==> src/rtl/irq_throttle_pkg.sv <==
package irq_throttle_pkg;

   typedef enum logic [1:0] {
      SEL_GAP    = 2'd0,
      SEL_WINDOW = 2'd1,
      SEL_THRESH = 2'd2,
      SEL_CTRL   = 2'd3
   } reg_sel_e;

endpackage

==> src/rtl/irqt_regs.sv <==
module irqt_regs
   import irq_throttle_pkg::*;
#(
   parameter int DW      = 16,
   parameter int GAP_RST = 4,
   parameter int WIN_RST = 64,
   parameter int THR_RST = 32
) (
   input  logic          clk,
   input  logic          rst_n,
   input  logic          wr_i,
   input  logic [1:0]    addr_i,
   input  logic [DW-1:0] wdata_i,
   input  logic [DW-1:0] status_i,
   output logic [DW-1:0] gap_o,
   output logic [DW-1:0] win_o,
   output logic [DW-1:0] thr_o,
   output logic          ack_o,
   output logic          restart_o,
   output logic [DW-1:0] rdata_o
);

   reg_sel_e sel;
   assign sel = reg_sel_e'(addr_i);

   assign ack_o     = wr_i && (sel == SEL_CTRL);
   assign restart_o = wr_i && (sel == SEL_WINDOW);

   always_ff @(posedge clk) begin
      if (!rst_n) begin
         gap_o <= DW'(GAP_RST);
         win_o <= DW'(WIN_RST);
         thr_o <= DW'(THR_RST);
      end else if (wr_i) begin
         case (sel)
            SEL_GAP:    gap_o <= wdata_i;
            SEL_WINDOW: win_o <= wdata_i;
            SEL_THRESH: thr_o <= wdata_i;
            default:    ;
         endcase
      end
   end

   always_comb begin
      case (sel)
         SEL_GAP:    rdata_o = gap_o;
         SEL_WINDOW: rdata_o = win_o;
         SEL_THRESH: rdata_o = thr_o;
         default:    rdata_o = status_i;
      endcase
   end

endmodule

==> src/rtl/irqt_rate_mon.sv <==
module irqt_rate_mon #(
   parameter int DW    = 16,
   parameter int CNT_W = 8
) (
   input  logic             clk,
   input  logic             rst_n,
   input  logic             evt_i,
   input  logic             restart_i,
   input  logic [DW-1:0]    win_len_i,
   input  logic [DW-1:0]    thr_i,
   output logic             poll_o,
   output logic [CNT_W-1:0] last_cnt_o
);

   localparam int PAD = DW - CNT_W;
   localparam logic [CNT_W-1:0] CNT_MAX = {CNT_W{1'b1}};

   logic [DW-1:0]    win_cnt;
   logic [CNT_W-1:0] req_cnt;
   logic [CNT_W-1:0] req_sum;
   logic             at_end;
   logic             over;

   always_comb begin
      req_sum = (req_cnt == CNT_MAX) ? CNT_MAX : req_cnt + CNT_W'(evt_i);
      at_end  = (win_len_i <= DW'(1)) || (win_cnt >= win_len_i - DW'(1));
      over    = {{PAD{1'b0}}, req_sum} > thr_i;
   end

   always_ff @(posedge clk) begin
      if (!rst_n) begin
         win_cnt    <= '0;
         req_cnt    <= '0;
         last_cnt_o <= '0;
         poll_o     <= 1'b0;
      end else if (restart_i) begin
         win_cnt <= '0;
         req_cnt <= '0;
      end else if (at_end) begin
         win_cnt    <= '0;
         req_cnt    <= '0;
         last_cnt_o <= req_sum;
         poll_o     <= over;
      end else begin
         win_cnt <= win_cnt + DW'(1);
         req_cnt <= req_sum;
      end
   end


   mode_at_end_chk: assert property (@(posedge clk) disable iff (!rst_n)
      !at_end |=> $stable(poll_o));


   count_at_end_chk: assert property (@(posedge clk) disable iff (!rst_n)
      !at_end |=> $stable(last_cnt_o));

endmodule

==> src/rtl/irqt_gap_gen.sv <==
module irqt_gap_gen #(
   parameter int DW = 16
) (
   input  logic          clk,
   input  logic          rst_n,
   input  logic          evt_i,
   input  logic          ack_i,
   input  logic          poll_i,
   input  logic [DW-1:0] gap_i,
   output logic          irq_o,
   output logic          pend_o
);

   logic [DW-1:0] gap_cnt;
   logic          irq_q;
   logic          pend_q;

   always_ff @(posedge clk) begin
      if (!rst_n) begin
         gap_cnt <= '0;
         irq_q   <= 1'b0;
         pend_q  <= 1'b0;
      end else begin
         pend_q <= evt_i || (pend_q && !ack_i);
         irq_q  <= !ack_i && !poll_i && (irq_q || (pend_q && gap_cnt == '0));
         if (ack_i)
            gap_cnt <= gap_i;
         else if (gap_cnt != '0)
            gap_cnt <= gap_cnt - DW'(1);
      end
   end

   assign irq_o  = irq_q && !poll_i;
   assign pend_o = pend_q;


   irq_level_chk: assert property (@(posedge clk) disable iff (!rst_n)
      irq_q && !ack_i && !poll_i |=> irq_q);


   gap_block_chk: assert property (@(posedge clk) disable iff (!rst_n)
      gap_cnt != '0 |=> !$rose(irq_q));


   pend_hold_chk: assert property (@(posedge clk) disable iff (!rst_n)
      pend_q && !ack_i |=> pend_q);


   pend_keep_chk: assert property (@(posedge clk) disable iff (!rst_n)
      evt_i && ack_i |=> pend_q && !irq_q);


   poll_quiet_chk: assert property (@(posedge clk) disable iff (!rst_n)
      poll_i |=> !irq_q);

endmodule

==> src/rtl/irq_throttle.sv <==
module irq_throttle #(
   parameter int DW      = 16,
   parameter int CNT_W   = 8,
   parameter int GAP_RST = 4,
   parameter int WIN_RST = 64,
   parameter int THR_RST = 32
) (
   input  logic          clk,
   input  logic          rst_n,
   input  logic          evt_i,
   input  logic          reg_wr_i,
   input  logic [1:0]    reg_addr_i,
   input  logic [DW-1:0] reg_wdata_i,
   output logic [DW-1:0] reg_rdata_o,
   output logic          irq_o,
   output logic          pend_o,
   output logic          poll_mode_o
);

   if (CNT_W < 1 || CNT_W + 2 > DW) begin : g_bad_cnt_w
      $error("irq_throttle: CNT_W must fit in the status word beside two flags");
   end
   if (GAP_RST >= (1 << DW) || WIN_RST >= (1 << DW) || THR_RST >= (1 << DW)) begin : g_bad_rst
      $error("irq_throttle: a reset value does not fit in DW bits");
   end

   logic [DW-1:0]    gap_val;
   logic [DW-1:0]    win_val;
   logic [DW-1:0]    thr_val;
   logic             ack;
   logic             restart;
   logic [CNT_W-1:0] last_cnt;
   logic [DW-1:0]    status;

   assign status = DW'({last_cnt, pend_o, poll_mode_o});

   irqt_regs #(
      .DW(DW), .GAP_RST(GAP_RST), .WIN_RST(WIN_RST), .THR_RST(THR_RST)
   ) u_regs (
      .clk       (clk),
      .rst_n     (rst_n),
      .wr_i      (reg_wr_i),
      .addr_i    (reg_addr_i),
      .wdata_i   (reg_wdata_i),
      .status_i  (status),
      .gap_o     (gap_val),
      .win_o     (win_val),
      .thr_o     (thr_val),
      .ack_o     (ack),
      .restart_o (restart),
      .rdata_o   (reg_rdata_o)
   );

   irqt_rate_mon #(
      .DW(DW), .CNT_W(CNT_W)
   ) u_rate (
      .clk        (clk),
      .rst_n      (rst_n),
      .evt_i      (evt_i),
      .restart_i  (restart),
      .win_len_i  (win_val),
      .thr_i      (thr_val),
      .poll_o     (poll_mode_o),
      .last_cnt_o (last_cnt)
   );

   irqt_gap_gen #(
      .DW(DW)
   ) u_gap (
      .clk    (clk),
      .rst_n  (rst_n),
      .evt_i  (evt_i),
      .ack_i  (ack),
      .poll_i (poll_mode_o),
      .gap_i  (gap_val),
      .irq_o  (irq_o),
      .pend_o (pend_o)
   );


   poll_no_irq_chk: assert property (@(posedge clk) disable iff (!rst_n)
      $rose(poll_mode_o) |-> !irq_o);


   ack_clears_chk: assert property (@(posedge clk) disable iff (!rst_n)
      reg_wr_i && reg_addr_i == 2'd3 && !evt_i |=> !irq_o && !pend_o);

endmodule

==> config.mk <==
export PLATFORM = sky130hd
export DESIGN_NAME = irq_throttle
export DESIGN_NICKNAME = d
export VERILOG_FILES = /design/src/rtl/irq_throttle_pkg.sv /design/src/rtl/irqt_regs.sv /design/src/rtl/irqt_rate_mon.sv /design/src/rtl/irqt_gap_gen.sv /design/src/rtl/irq_throttle.sv
export SDC_FILE = /design/constraint.sdc
export NUM_CORES = 1
export LEC_CHECK = 0
export BUFFER_PORTS_ARGS = -buffer_cell sky130_fd_sc_hd__buf_4
export CAP_MARGIN = 40
export CORE_MARGIN = 5
export CORE_UTILIZATION = 50
export DETAILED_ROUTE_END_ITERATION = 10
export MAX_ROUTING_LAYER = met4
export PLACE_DENSITY_LB_ADDON = 0.3
export SLEW_MARGIN = 25
export SYNTH_ARGS = -nofsm -noshare
export SYNTH_HDL_FRONTEND = slang
export SYNTH_HIERARCHICAL = 1
export SYNTH_SLANG_ARGS = --single-unit
export TNS_END_PERCENT = 10
==> constraint.sdc <==
create_clock -name clk -period 3.7 [get_ports clk]
set_input_delay 0.74 -clock clk [delete_from_list [all_inputs] [get_ports clk]]
set_output_delay 0.74 -clock clk [all_outputs]
set_load 0.01 [all_outputs]
# Word-level counts from Yosys, hierarchy flattened
# Index checks and enable logic that the tools add are counted.
[totals]
regBits = 99
input_bits = 22
output_inout_bits = 19
[classes]
add_sub_neg = 4
n_lt_le_gt_ge = 3
n_eq_ne = 4
muxes = 4
bitwise_logic = 2
n_reduce_logical = 21
[ops]
columns = ["operator", "n"]
rows = [
  ["$pmux W16 S3", 1],
  ["$mux W16", 2],
  ["$sub A16 B1 Y16 const B", 2],
  ["$add A16 B1 Y16 const B", 1],
  ["$ge A16 B16 Y1", 1],
  ["$gt A8 B16 Y1", 1],
  ["$le A16 B1 Y1 const B", 1],
  ["$logic_not A16 Y1", 1],
  ["$reduce_bool A16 Y1", 1],
  ["$add A8 B1 Y8", 1],
  ["$eq A8 B8 Y1 const B", 1],
  ["$mux W8", 1],
  ["$reduce_and A2 Y1", 4],
  ["$logic_and A1 B1 Y1", 7],
  ["$eq A2 B2 Y1 const B", 2],
  ["$logic_or A1 B1 Y1", 3],
  ["$reduce_or A3 Y1", 1],
  ["$eq A2 B1 Y1 const B", 1],
  ["$logic_not A1 Y1", 2],
  ["$logic_not A2 Y1", 1],
  ["$not A1 Y1", 2],
  ["$reduce_bool A2 Y1", 1],
]

# Logic depth before layout (Yosys ltp)
# Gate-level depths: netlist of run 1.
[logic_depth]
depth_word = 5
mapped_depth = 14
mapped_depth_nobuf = 13

# Cells and area by module
# Netlist of run 1, hierarchy kept.
[by_module_without_submodules]
columns = ["mod", "n_inst", "cells_each", "area_per_inst_um2"]
rows = [
  ["irqt_rate_mon", 1, 270, 2339.7],
  ["irqt_regs", 1, 200, 2210.9],
  ["irqt_gap_gen", 1, 111, 918.4],
  ["irq_throttle", 1, 1, 3.8],
]

# Worst setup path after synthesis of run 1
# OpenSTA, ideal clock, no wires.
[synth_timing]
path_kind = "register -> register"
from = "reg u_regs.win_o[0]"
to = "reg u_rate.poll_o"
setup_ns = 0.117
arrival_time_ns = 3.075
slack_ns = 0.507
stages_incl_launch_ff = 15
n_path_buf = 1
period_less_slack_ns = 3.193
path_cell_list = "dfxtp_1 -> inv_1 -> ha_1 -> or3b_2 -> nor2_1 -> nand2_1 -> nor3_1 -> xnor2_1 -> ha_1 -> nand4_1 -> nor4_1 -> a32oi_1 -> a31o_1 -> buf_6 -> a32o_1"
[synth_between]
elab_chain_len = 4
word_cells_on_any_way = 5
cone_classes = "add/sub (1); order compare (2); reduce/logical (2)"
[synth_rtl]
columns = ["element", "line_no", "rtl"]
rows = [
  ["from (decl)", "irqt_regs.sv:16", "output logic [DW-1:0] win_o,"],
  ["from (signal assigned)", "irqt_regs.sv:32", "win_o <= DW'(WIN_RST);"],
  ["from (signal assigned)", "irqt_regs.sv:37", "SEL_WINDOW: win_o <= wdata_i;"],
  ["$sub A16 B1 Y16", "irqt_rate_mon.sv:26", "at_end = (win_len_i <= DW'(1)) || (win_cnt >= win_len_i - DW'(1));"],
  ["$ge A16 B16 Y1", "irqt_rate_mon.sv:26", ""],
  ["$logic_or A1 B1 Y1 (*)", "irqt_rate_mon.sv:26", ""],
  ["$reduce_and A2 Y1 (no source line) (*)", "n/a", ""],
  ["to (signal assigned)", "irqt_rate_mon.sv:43", "poll_o <= over;"],
  ["to (decl)", "irqt_rate_mon.sv:11", "output logic poll_o,"],
]
# Every way passes the cells marked *; elsewhere a longest branch is shown, timed or not.
# A chain may end at the register's enable or synchronous reset.

# Final worst setup path of run 1
# Same ends and word-level chain as after synthesis.

==> metrics.txt, run 1 <==
# TYPE chip_impl_metric gauge
chip_impl_info{name="status",value="finished clean"} 1
chip_impl_metric{name="fin_cells",unit=""} 763
chip_impl_metric{name="finalMaxSlewViolations",unit=""} 0
chip_impl_metric{name="synth-seq-area-share",unit="%"} 36.21
chip_impl_metric{name="layout_min_cycle_time",unit="ps"} 3415
chip_impl_metric{name="cts.reportedPaths.clkPinSlew",unit="ps"} 100
chip_impl_info{name="cts_tree",value="yes"} 1
chip_impl_metric{name="core_region_area",unit="µm²"} 10790
chip_impl_metric{name="gp_routability_congestion",unit=""} 0.8889
chip_impl_info{name="hold_end",value="u_regs/gap_o[15]$_SDFFE_PN0P_"} 1
chip_impl_metric{name="drt_pre_antenna_iters",unit=""} 4
chip_impl_info{name="worstHoldStart",value="u_regs/gap_o[15]$_SDFFE_PN0P_"} 1
chip_impl_metric{name="asyncSetResetFlopFracSynth",unit="%"} 0
chip_impl_metric{name="start_util",unit="%"} 50.71
chip_impl_metric{name="clockBufferDepth",unit=""} 2
chip_impl_metric{name="routed_via_density",unit=""} 5.676
chip_impl_metric{name="finalSetupViolCount",unit=""} 0
chip_impl_metric{name="yosys_warnings",unit=""} 6
chip_impl_metric{name="synthDominantCellAreaShare",unit="%"} 36.21
chip_impl_metric{name="leakagePower",unit="nW"} 2.495
chip_impl_info{name="r2r-start",value="u_regs/win_o[0]$_SDFFE_PN0P_"} 1
chip_impl_metric{name="die_height",unit="µm"} 114.6
chip_impl_info{name="cpLargestDelayFamily",value="simple AND/OR/NAND/NOR gates"} 1
chip_impl_metric{name="design.die.area",unit="µm²"} 13140
chip_impl_info{name="mostFrequentLayoutCells",value="sky130_fd_sc_hd__dfxtp_1, sky130_fd_sc_hd__nand2_1, sky130_fd_sc_hd__buf_4"} 1
chip_impl_info{name="rsz0062_at_grt",value="false"} 1
chip_impl_info{name="cts.root.buffer_cell",value="sky130_fd_sc_hd__clkbuf_8"} 1
chip_impl_info{name="synthFlopType",value="sky130_fd_sc_hd__dfxtp_1"} 1
chip_impl_info{name="netlist.top_cell.by_area",value="sky130_fd_sc_hd__dfxtp_1"} 1
chip_impl_metric{name="final_routed_wire_length_divided_by_cell_count",unit="µm"} 16.72
chip_impl_metric{name="antenna_found_initial",unit=""} 0
chip_impl_info{name="startpoint",value="u_regs/win_o[0]$_SDFFE_PN0P_"} 1
chip_impl_metric{name="finalPower",unit="mW"} 2.849
chip_impl_metric{name="io_buffers",unit=""} 40
chip_impl_metric{name="synth.ff_latch_count",unit=""} 99
chip_impl_metric{name="power_density",unit="nW/µm²"} 465.9
chip_impl_metric{name="area_delta_synth_final",unit="%"} 11.75
chip_impl_metric{name="rows",unit=""} 38
chip_impl_info{name="cpMaxStageDelayCell",value="sky130_fd_sc_hd__or3b_2"} 1
chip_impl_metric{name="worst_slew_margin_rel",unit="%"} 49.67
chip_impl_metric{name="clock_network_latency_to_the_later_pin_of_the_worst_skew_pair",unit="ps"} 380
chip_impl_metric{name="netlist-cell-type-count",unit=""} 61
chip_impl_metric{name="hold-worst-slack",unit="ps"} 480.9
chip_impl_metric{name="design.final.nets",unit=""} 671
chip_impl_info{name="holdCritPathClass",value="reg2reg"} 1
chip_impl_metric{name="detail_route.iter0.violations",unit=""} 243
chip_impl_info{name="cp_common_cell",value="sky130_fd_sc_hd__ha_1"} 1
chip_impl_metric{name="syn_area_per_cell",unit="µm²"} 9.403
chip_impl_metric{name="hpwl",unit="µm"} 9597
chip_impl_metric{name="drt-total-wl",unit="µm"} 12760
chip_impl_metric{name="setup_tns",unit="ps"} 0
chip_impl_metric{name="finalClockSkew",unit="ps"} 13.10
chip_impl_info{name="setup.worst_path.class",value="reg2reg"} 1
chip_impl_metric{name="number_of_instances_in_the_synthesized_netlist",unit=""} 582
chip_impl_metric{name="timing.max_cap.violations",unit=""} 0
chip_impl_metric{name="via_count",unit=""} 4331
chip_impl_metric{name="tritoncts.num_buffers",unit=""} 9
chip_impl_metric{name="critical-path-max-stage-delay",unit="ps"} 510
chip_impl_metric{name="first_pass_grt_wire_length",unit="µm"} 21100
chip_impl_metric{name="detail_route.drc_violations",unit=""} 0
chip_impl_metric{name="synth-edff-count",unit=""} 0
chip_impl_info{name="critical_path.cell_chain",value="inv_1 -> ha_1 -> or3b_2 -> nor2_2 -> nand2_1 -> nor3_1 -> xnor2_1 -> ha_1 -> nand4_1 -> nor4_2 -> a32oi_1 -> a31o_4 -> a32o_1"} 1
chip_impl_metric{name="postCtsSetupRepairBufs",unit=""} 0
chip_impl_metric{name="grt_max_degree",unit=""} 43
chip_impl_metric{name="grt-ovfl-total",unit=""} 0
chip_impl_metric{name="worst_ep_required",unit="ps"} 3980
chip_impl_metric{name="achievable-frequency",unit="MHz"} 292.8
chip_impl_metric{name="postRouteAntennaNets",unit=""} 0
chip_impl_metric{name="die_width",unit="µm"} 114.6
chip_impl_info{name="critical_path.reg2reg.endpoint",value="u_rate/poll_o$_SDFFE_PN0P_"} 1
chip_impl_info{name="cp-end-kind",value="register"} 1
chip_impl_info{name="final_common_cell",value="sky130_fd_sc_hd__dfxtp_1"} 1
chip_impl_metric{name="worst-r2r-cell-count",unit=""} 13
chip_impl_metric{name="critPathArrivalTime",unit="ps"} 3700
chip_impl_metric{name="layout_worst_path_cycle_share",unit="%"} 92.29
chip_impl_metric{name="antenna-diode-count",unit=""} 0
chip_impl_metric{name="grt_pass1_vias",unit=""} 4173
chip_impl_metric{name="holdBufCountCts",unit=""} 0
chip_impl_metric{name="htree_levels",unit=""} 3
chip_impl_metric{name="drive_gt1_share",unit="%"} 16.69
chip_impl_metric{name="reg2reg_slack",unit="ps"} 290
chip_impl_metric{name="mappedNetlistArea",unit="µm²"} 5473
chip_impl_metric{name="power.ir.vdd_worst",unit="µV"} 335.4
chip_impl_metric{name="dp_cells",unit=""} 748
chip_impl_info{name="synth_top_cells_by_area",value="sky130_fd_sc_hd__dfxtp_1, sky130_fd_sc_hd__mux2i_1, sky130_fd_sc_hd__ha_1, sky130_fd_sc_hd__mux4_2, sky130_fd_sc_hd__nand2_1"} 1
chip_impl_metric{name="floorplan.io_pins",unit=""} 41
chip_impl_metric{name="grtUsageTotal",unit="%"} 20.81
chip_impl_metric{name="timing.hold.worst_path_depth",unit=""} 2
chip_impl_metric{name="cp_num_buf_inv",unit=""} 1
chip_impl_metric{name="worst_pin_slew",unit="ps"} 748.0
chip_impl_metric{name="cts.repair.resized",unit=""} 0
chip_impl_metric{name="hold_viol_final",unit=""} 0
chip_impl_info{name="start_kind",value="register"} 1
chip_impl_metric{name="critical_path_peak_fanout",unit=""} 9
chip_impl_metric{name="cts_sinks",unit=""} 99
## Yosys cell counts, types with 4 or more instances
cell type,count
sky130_fd_sc_hd__and2_1,4
sky130_fd_sc_hd__a221oi_2,9
sky130_fd_sc_hd__o21ai_0,18
sky130_fd_sc_hd__buf_4,5
sky130_fd_sc_hd__nand3_1,16
sky130_fd_sc_hd__nor4_1,4
sky130_fd_sc_hd__nor3_1,28
sky130_fd_sc_hd__xor2_1,18
sky130_fd_sc_hd__nand2_1,91
sky130_fd_sc_hd__xnor2_1,20
sky130_fd_sc_hd__nor2_1,27
sky130_fd_sc_hd__nand4_1,11
sky130_fd_sc_hd__nor3b_1,8
sky130_fd_sc_hd__buf_2,8
sky130_fd_sc_hd__ha_1,30
sky130_fd_sc_hd__mux4_2,16
sky130_fd_sc_hd__nand2b_1,5
sky130_fd_sc_hd__a21oi_1,16
sky130_fd_sc_hd__a21o_1,5
sky130_fd_sc_hd__and3_1,4
sky130_fd_sc_hd__clkbuf_1,9
sky130_fd_sc_hd__o211ai_1,4
sky130_fd_sc_hd__dfxtp_1,99
sky130_fd_sc_hd__mux2i_1,45
sky130_fd_sc_hd__inv_1,28
## routing by layer
| metal | up-vias | wire length, µm | global-route usage [%] |
|---|---|---|---|
| met2 | 85 | 6147 | 32.13 |
| li1 | 2153 | - | - |
| met1 | 2070 | 5848 | 27.38 |
| met4 | 0 | 316 | 8.234 |
| met5 | - | 0 | - |
| met3 | 23 | 445 | 3.224 |
## stage by stage
step | setup WS (ps) | cell area [µm²] | util (%)
floorplan | 507.5 | 5492 | -
global placement | 226.9 | 5884 | 54.52
detailed placement | 146.8 | 5884 | 54.52
CTS | 118.1 | 6098 | 56.50
global route | 28.57 | 6116 | 56.67
finish | 285.1 | 6116 | 56.67
## cell families after synthesis
logic type | share of synthesized area [%]
AND/OR/NAND/NOR | 21.63
flip-flops | 36.21
AO/OA/AOI/OAI | 9.351
multiplexers | 14.81
buffers and inverters | 4.984
XOR/XNOR | 6.081
adder cells (fa/ha/maj) | 6.859
other | 0.06852
## worst max path at each step
stage,end,cells past startpoint
final,u_rate/poll_o$_SDFFE_PN0P_,13
after global routing,u_rate/last_cnt_o[4]$_SDFFE_PN0P_,13
after CTS,u_rate/poll_o$_SDFFE_PN0P_,13
after detailed placement,u_rate/poll_o$_SDFFE_PN0P_,13
after global placement,u_rate/poll_o$_SDFFE_PN0P_,13
after floorplan,u_rate/poll_o$_SDFFE_PN0P_,14
## power breakdown
part / switching (mW) / leakage, nW / internal (mW) / total [mW]
registers: 0.116 / 0.805 / 1.17 / 1.28
clock network: 0.385 / 0.106 / 0.379 / 0.764
logic: 0.423 / 1.58 / 0.378 / 0.801
## worst register-to-register path, stage by stage, from the launching register on
cell,delay (ps)
sky130_fd_sc_hd__dfxtp_1,370
sky130_fd_sc_hd__inv_1,100
sky130_fd_sc_hd__ha_1,200
sky130_fd_sc_hd__or3b_2,510
sky130_fd_sc_hd__nor2_2,180
sky130_fd_sc_hd__nand2_1,110
sky130_fd_sc_hd__nor3_1,200
sky130_fd_sc_hd__xnor2_1,100
sky130_fd_sc_hd__ha_1,300
sky130_fd_sc_hd__nand4_1,160
sky130_fd_sc_hd__nor4_2,300
sky130_fd_sc_hd__a32oi_1,190
sky130_fd_sc_hd__a31o_4,320
sky130_fd_sc_hd__a32o_1,270
## sequential cells by signal, indices dropped and copies added (netlist names)
register / count
u_gap/gap_cnt: 16
u_gap/irq_q: 1
u_gap/pend_o: 1
u_rate/last_cnt_o: 8
u_rate/poll_o: 1
u_rate/req_cnt: 8
u_rate/win_cnt: 16
u_regs/gap_o: 16
u_regs/thr_o: 16
u_regs/win_o: 16
## final cells by class
class	instances	area, µm²
fillers	928	4677
clock buffers	9	123.9
flip-flops and latches	99	1982
inverters	28	105.1
well taps	140	175.2
repair buffers	49	380.4
clock inverters	6	90.09
multi-input cells	432	3259
Power figures use the tool's default switching activity.
==> inputs of run 2 (changes only) <==
--- a/config.mk
+++ b/config.mk
@@ -7,11 +7,12 @@
 export LEC_CHECK = 0
 export BUFFER_PORTS_ARGS = -buffer_cell sky130_fd_sc_hd__buf_4
 export CAP_MARGIN = 40
-export CORE_MARGIN = 5
-export CORE_UTILIZATION = 50
+export CELL_PAD_IN_SITES_DETAIL_PLACEMENT = 1
+export CELL_PAD_IN_SITES_GLOBAL_PLACEMENT = 1
+export CORE_UTILIZATION = 47
 export DETAILED_ROUTE_END_ITERATION = 10
 export MAX_ROUTING_LAYER = met4
-export PLACE_DENSITY_LB_ADDON = 0.3
+export PLACE_DENSITY = 0.87
 export SLEW_MARGIN = 25
 export SYNTH_ARGS = -nofsm -noshare
 export SYNTH_HDL_FRONTEND = slang
==> run 2 against run 1 <==
Sequential cell count did not move. Critical path type unchanged. Utilization down 1.9 points. Global-route usage grew 6.8 points. First-iteration DRC count shrank 5.3%. Setup slack worse by 160 ps. Non-clock buffer count is 2 lower. Sequential share of layout area fell by 0.58 points.
==> metrics.txt, run 2 (same netlist as run 1, synthesis figures left out) <==
# TYPE chip_impl_metric gauge
chip_impl_metric{name="groute.layer.met3.usage",unit="%"} 5.098
chip_impl_info{name="cpMaxStageDelayCell",value="sky130_fd_sc_hd__or3b_2"} 1
chip_impl_metric{name="clockBufferDepth",unit=""} 2
chip_impl_metric{name="design.final.nets",unit=""} 669
chip_impl_metric{name="leakagePower",unit="nW"} 2.543
chip_impl_metric{name="detail_route.drc_violations",unit=""} 0
chip_impl_metric{name="floorplan.io_pins",unit=""} 41
chip_impl_metric{name="postRouteAntennaNets",unit=""} 0
chip_impl_metric{name="io_buffers",unit=""} 40
chip_impl_metric{name="finalMaxSlewViolations",unit=""} 0
chip_impl_info{name="cp_common_cell",value="sky130_fd_sc_hd__ha_1"} 1
chip_impl_info{name="r2r-start",value="u_regs/win_o[0]$_SDFFE_PN0P_"} 1
chip_impl_metric{name="grt_pass1_vias",unit=""} 4634
chip_impl_info{name="cts.root.buffer_cell",value="sky130_fd_sc_hd__clkbuf_16"} 1
chip_impl_info{name="worstHoldStart",value="u_regs/gap_o[13]$_SDFFE_PN0P_"} 1
chip_impl_metric{name="grtUsageTotal",unit="%"} 27.64
chip_impl_info{name="hold_end",value="u_gap/gap_cnt[13]$_SDFFE_PN0P_"} 1
chip_impl_info{name="top_usage_layer",value="met2"} 1
chip_impl_info{name="critical_path.cell_chain",value="inv_1 -> ha_1 -> or3b_2 -> nor2_2 -> nand2_1 -> nor3_2 -> xnor2_1 -> ha_1 -> nand4_1 -> nor4_2 -> a32oi_1 -> a31o_4 -> a32o_1"} 1
chip_impl_metric{name="die_width",unit="µm"} 109.9
chip_impl_metric{name="critical_path_peak_fanout",unit=""} 9
chip_impl_metric{name="cts_sinks",unit=""} 99
chip_impl_metric{name="tritoncts.num_buffers",unit=""} 9
chip_impl_metric{name="grt_util_met1",unit="%"} 32.16
chip_impl_metric{name="first_pass_grt_wire_length",unit="µm"} 24360
chip_impl_metric{name="core_region_area",unit="µm²"} 11370
chip_impl_metric{name="htree_levels",unit=""} 3
chip_impl_info{name="start_kind",value="register"} 1
chip_impl_info{name="cp-end-kind",value="register"} 1
chip_impl_metric{name="area_delta_synth_final",unit="%"} 13.79
chip_impl_metric{name="achievable-frequency",unit="MHz"} 279.9
chip_impl_metric{name="detail_route.iter0.violations",unit=""} 230
chip_impl_metric{name="finalClockSkew",unit="ps"} 10.25
chip_impl_metric{name="n_fill_cell",unit=""} 1304
chip_impl_metric{name="gp_routability_congestion",unit=""} 0.8719
chip_impl_metric{name="power.ir.vdd_worst",unit="µV"} 367.3
chip_impl_metric{name="hpwl",unit="µm"} 10940
chip_impl_metric{name="postCtsSetupRepairBufs",unit=""} 0
chip_impl_info{name="cts_tree",value="yes"} 1
chip_impl_metric{name="worst_pin_slew",unit="ps"} 724.1
chip_impl_metric{name="clock_network_latency_to_the_later_pin_of_the_worst_skew_pair",unit="ps"} 350
chip_impl_metric{name="critical-path-max-stage-delay",unit="ps"} 520
chip_impl_metric{name="finalCoreUtilization",unit="%"} 54.77
chip_impl_metric{name="routed_via_density",unit=""} 5.967
chip_impl_metric{name="drive_gt1_share",unit="%"} 16.72
chip_impl_metric{name="antenna_found_initial",unit=""} 0
chip_impl_metric{name="worst-r2r-cell-count",unit=""} 13
chip_impl_info{name="setup.worst_path.class",value="reg2reg"} 1
chip_impl_metric{name="grt_max_degree",unit=""} 43
chip_impl_metric{name="grt-ovfl-total",unit=""} 0
chip_impl_metric{name="start_util",unit="%"} 48.13
chip_impl_info{name="mostFrequentLayoutCells",value="sky130_fd_sc_hd__dfxtp_1, sky130_fd_sc_hd__nand2_1, sky130_fd_sc_hd__buf_4"} 1
chip_impl_metric{name="timing.hold.worst_path_depth",unit=""} 2
chip_impl_info{name="final_common_cell",value="sky130_fd_sc_hd__dfxtp_1"} 1
chip_impl_metric{name="drt_pre_antenna_iters",unit=""} 4
chip_impl_info{name="status",value="finished clean"} 1
chip_impl_metric{name="antenna-diode-count",unit=""} 0
chip_impl_metric{name="via_count",unit=""} 4565
chip_impl_metric{name="final_routed_wire_length_divided_by_cell_count",unit="µm"} 21.02
chip_impl_metric{name="power_density",unit="nW/µm²"} 508.9
chip_impl_info{name="holdCritPathClass",value="reg2reg"} 1
chip_impl_metric{name="worst_slew_margin_rel",unit="%"} 51.28
chip_impl_info{name="critical_path.reg2reg.endpoint",value="u_rate/poll_o$_SDFFE_PN0P_"} 1
chip_impl_metric{name="hold_viol_final",unit=""} 0
chip_impl_metric{name="setup_tns",unit="ps"} 0
chip_impl_metric{name="finalSetupViolCount",unit=""} 0
chip_impl_metric{name="cts.reportedPaths.clkPinSlew",unit="ps"} 70
chip_impl_metric{name="layout_min_cycle_time",unit="ps"} 3573
chip_impl_metric{name="critPathArrivalTime",unit="ps"} 3810
chip_impl_metric{name="reg2reg_slack",unit="ps"} 130
chip_impl_metric{name="layout_worst_path_cycle_share",unit="%"} 96.56
chip_impl_metric{name="die_height",unit="µm"} 109.9
chip_impl_metric{name="worst_ep_required",unit="ps"} 3940
chip_impl_metric{name="timing.max_cap.violations",unit=""} 0
chip_impl_metric{name="rows",unit=""} 39
chip_impl_metric{name="grt_use_met2",unit="%"} 47.05
chip_impl_metric{name="drt-total-wl",unit="µm"} 16080
chip_impl_metric{name="design.die.area",unit="µm²"} 12080
## run 2: cell count changes in the layout (fill, tap and decap cells not counted), sizes merged
cell and change:
buf -2, clkbuf +2, clkinv +1, clkinvlp -1, inv -1
## run 2: what timing repair did
action                                  CTS  global route
resized for setup                         1             5
endpoints found under the setup margin    9            15
hold buffers                              0             0
pin swaps                                 0             0
cloned                                    0             0
## run 2: per-stage QoR
step	setup slack [ps]	power, mW	hold slack [ps]	instances	cell area [µm²]
finish	127.4	3.169	477.2	765	6227
global route	-44.01	3.319	498.8	765	6227
CTS	11.32	3.174	481.3	765	6202
detailed placement	-22.26	2.129	469.1	749	5873
global placement	257.7	2.069	452.5	749	5873
floorplan	507.5	1.887	435.8	587	5492
## run 2: cell type report
type	count	area, µm²	share of cell area (%)
clock inverter	5	86.33	1.386
timing repair buffer	47	365.4	5.867
clock buffer	11	242.7	3.898
sequential	99	1982	31.83
inverter	28	105.1	1.688
tap	143	178.9	2.873
multi-input combinational	432	3267	52.46
## run 2: routing by layer
metal | routed length (µm) | vias up
met4 | 427 | 0
met5 | 0 | -
li1 | - | 2140
met2 | 8145 | 99
met3 | 590 | 35
met1 | 6916 | 2291
## run 2: worst max-delay path by stage
stage | startpoint | end | slack, ps | cells after the start
final | u_regs/win_o[0]$_SDFFE_PN0P_ | u_rate/poll_o$_SDFFE_PN0P_ | 130 | 13
after global routing | u_regs/win_o[0]$_SDFFE_PN0P_ | u_rate/last_cnt_o[3]$_SDFFE_PN0P_ | -40 | 12
after CTS | u_regs/win_o[0]$_SDFFE_PN0P_ | u_rate/poll_o$_SDFFE_PN0P_ | 10 | 13
after detailed placement | u_regs/win_o[0]$_SDFFE_PN0P_ | u_rate/poll_o$_SDFFE_PN0P_ | -20 | 13
after global placement | u_regs/win_o[0]$_SDFFE_PN0P_ | u_rate/poll_o$_SDFFE_PN0P_ | 260 | 13
after floorplan | u_regs/win_o[0]$_SDFFE_PN0P_ | u_rate/poll_o$_SDFFE_PN0P_ | 510 | 14
## run 2: where the power goes
| group | switching, mW | internal (mW) |
|---|---|---|
| sequential | 0.120 | 1.17 |
| combinational | 0.457 | 0.380 |
| clock | 0.429 | 0.615 |
| total | 1.01 | 2.16 |
## run 2: critical path, delay by kind of cell, from the launching register on
family,cells,cell delay (ps)
AND/OR/NAND/NOR,6,1530
AO/OA/AOI/OAI,3,830
flip-flops,1,360
buffers and inverters,1,110
adder cells (fa/ha/maj),2,530
XOR/XNOR,1,110
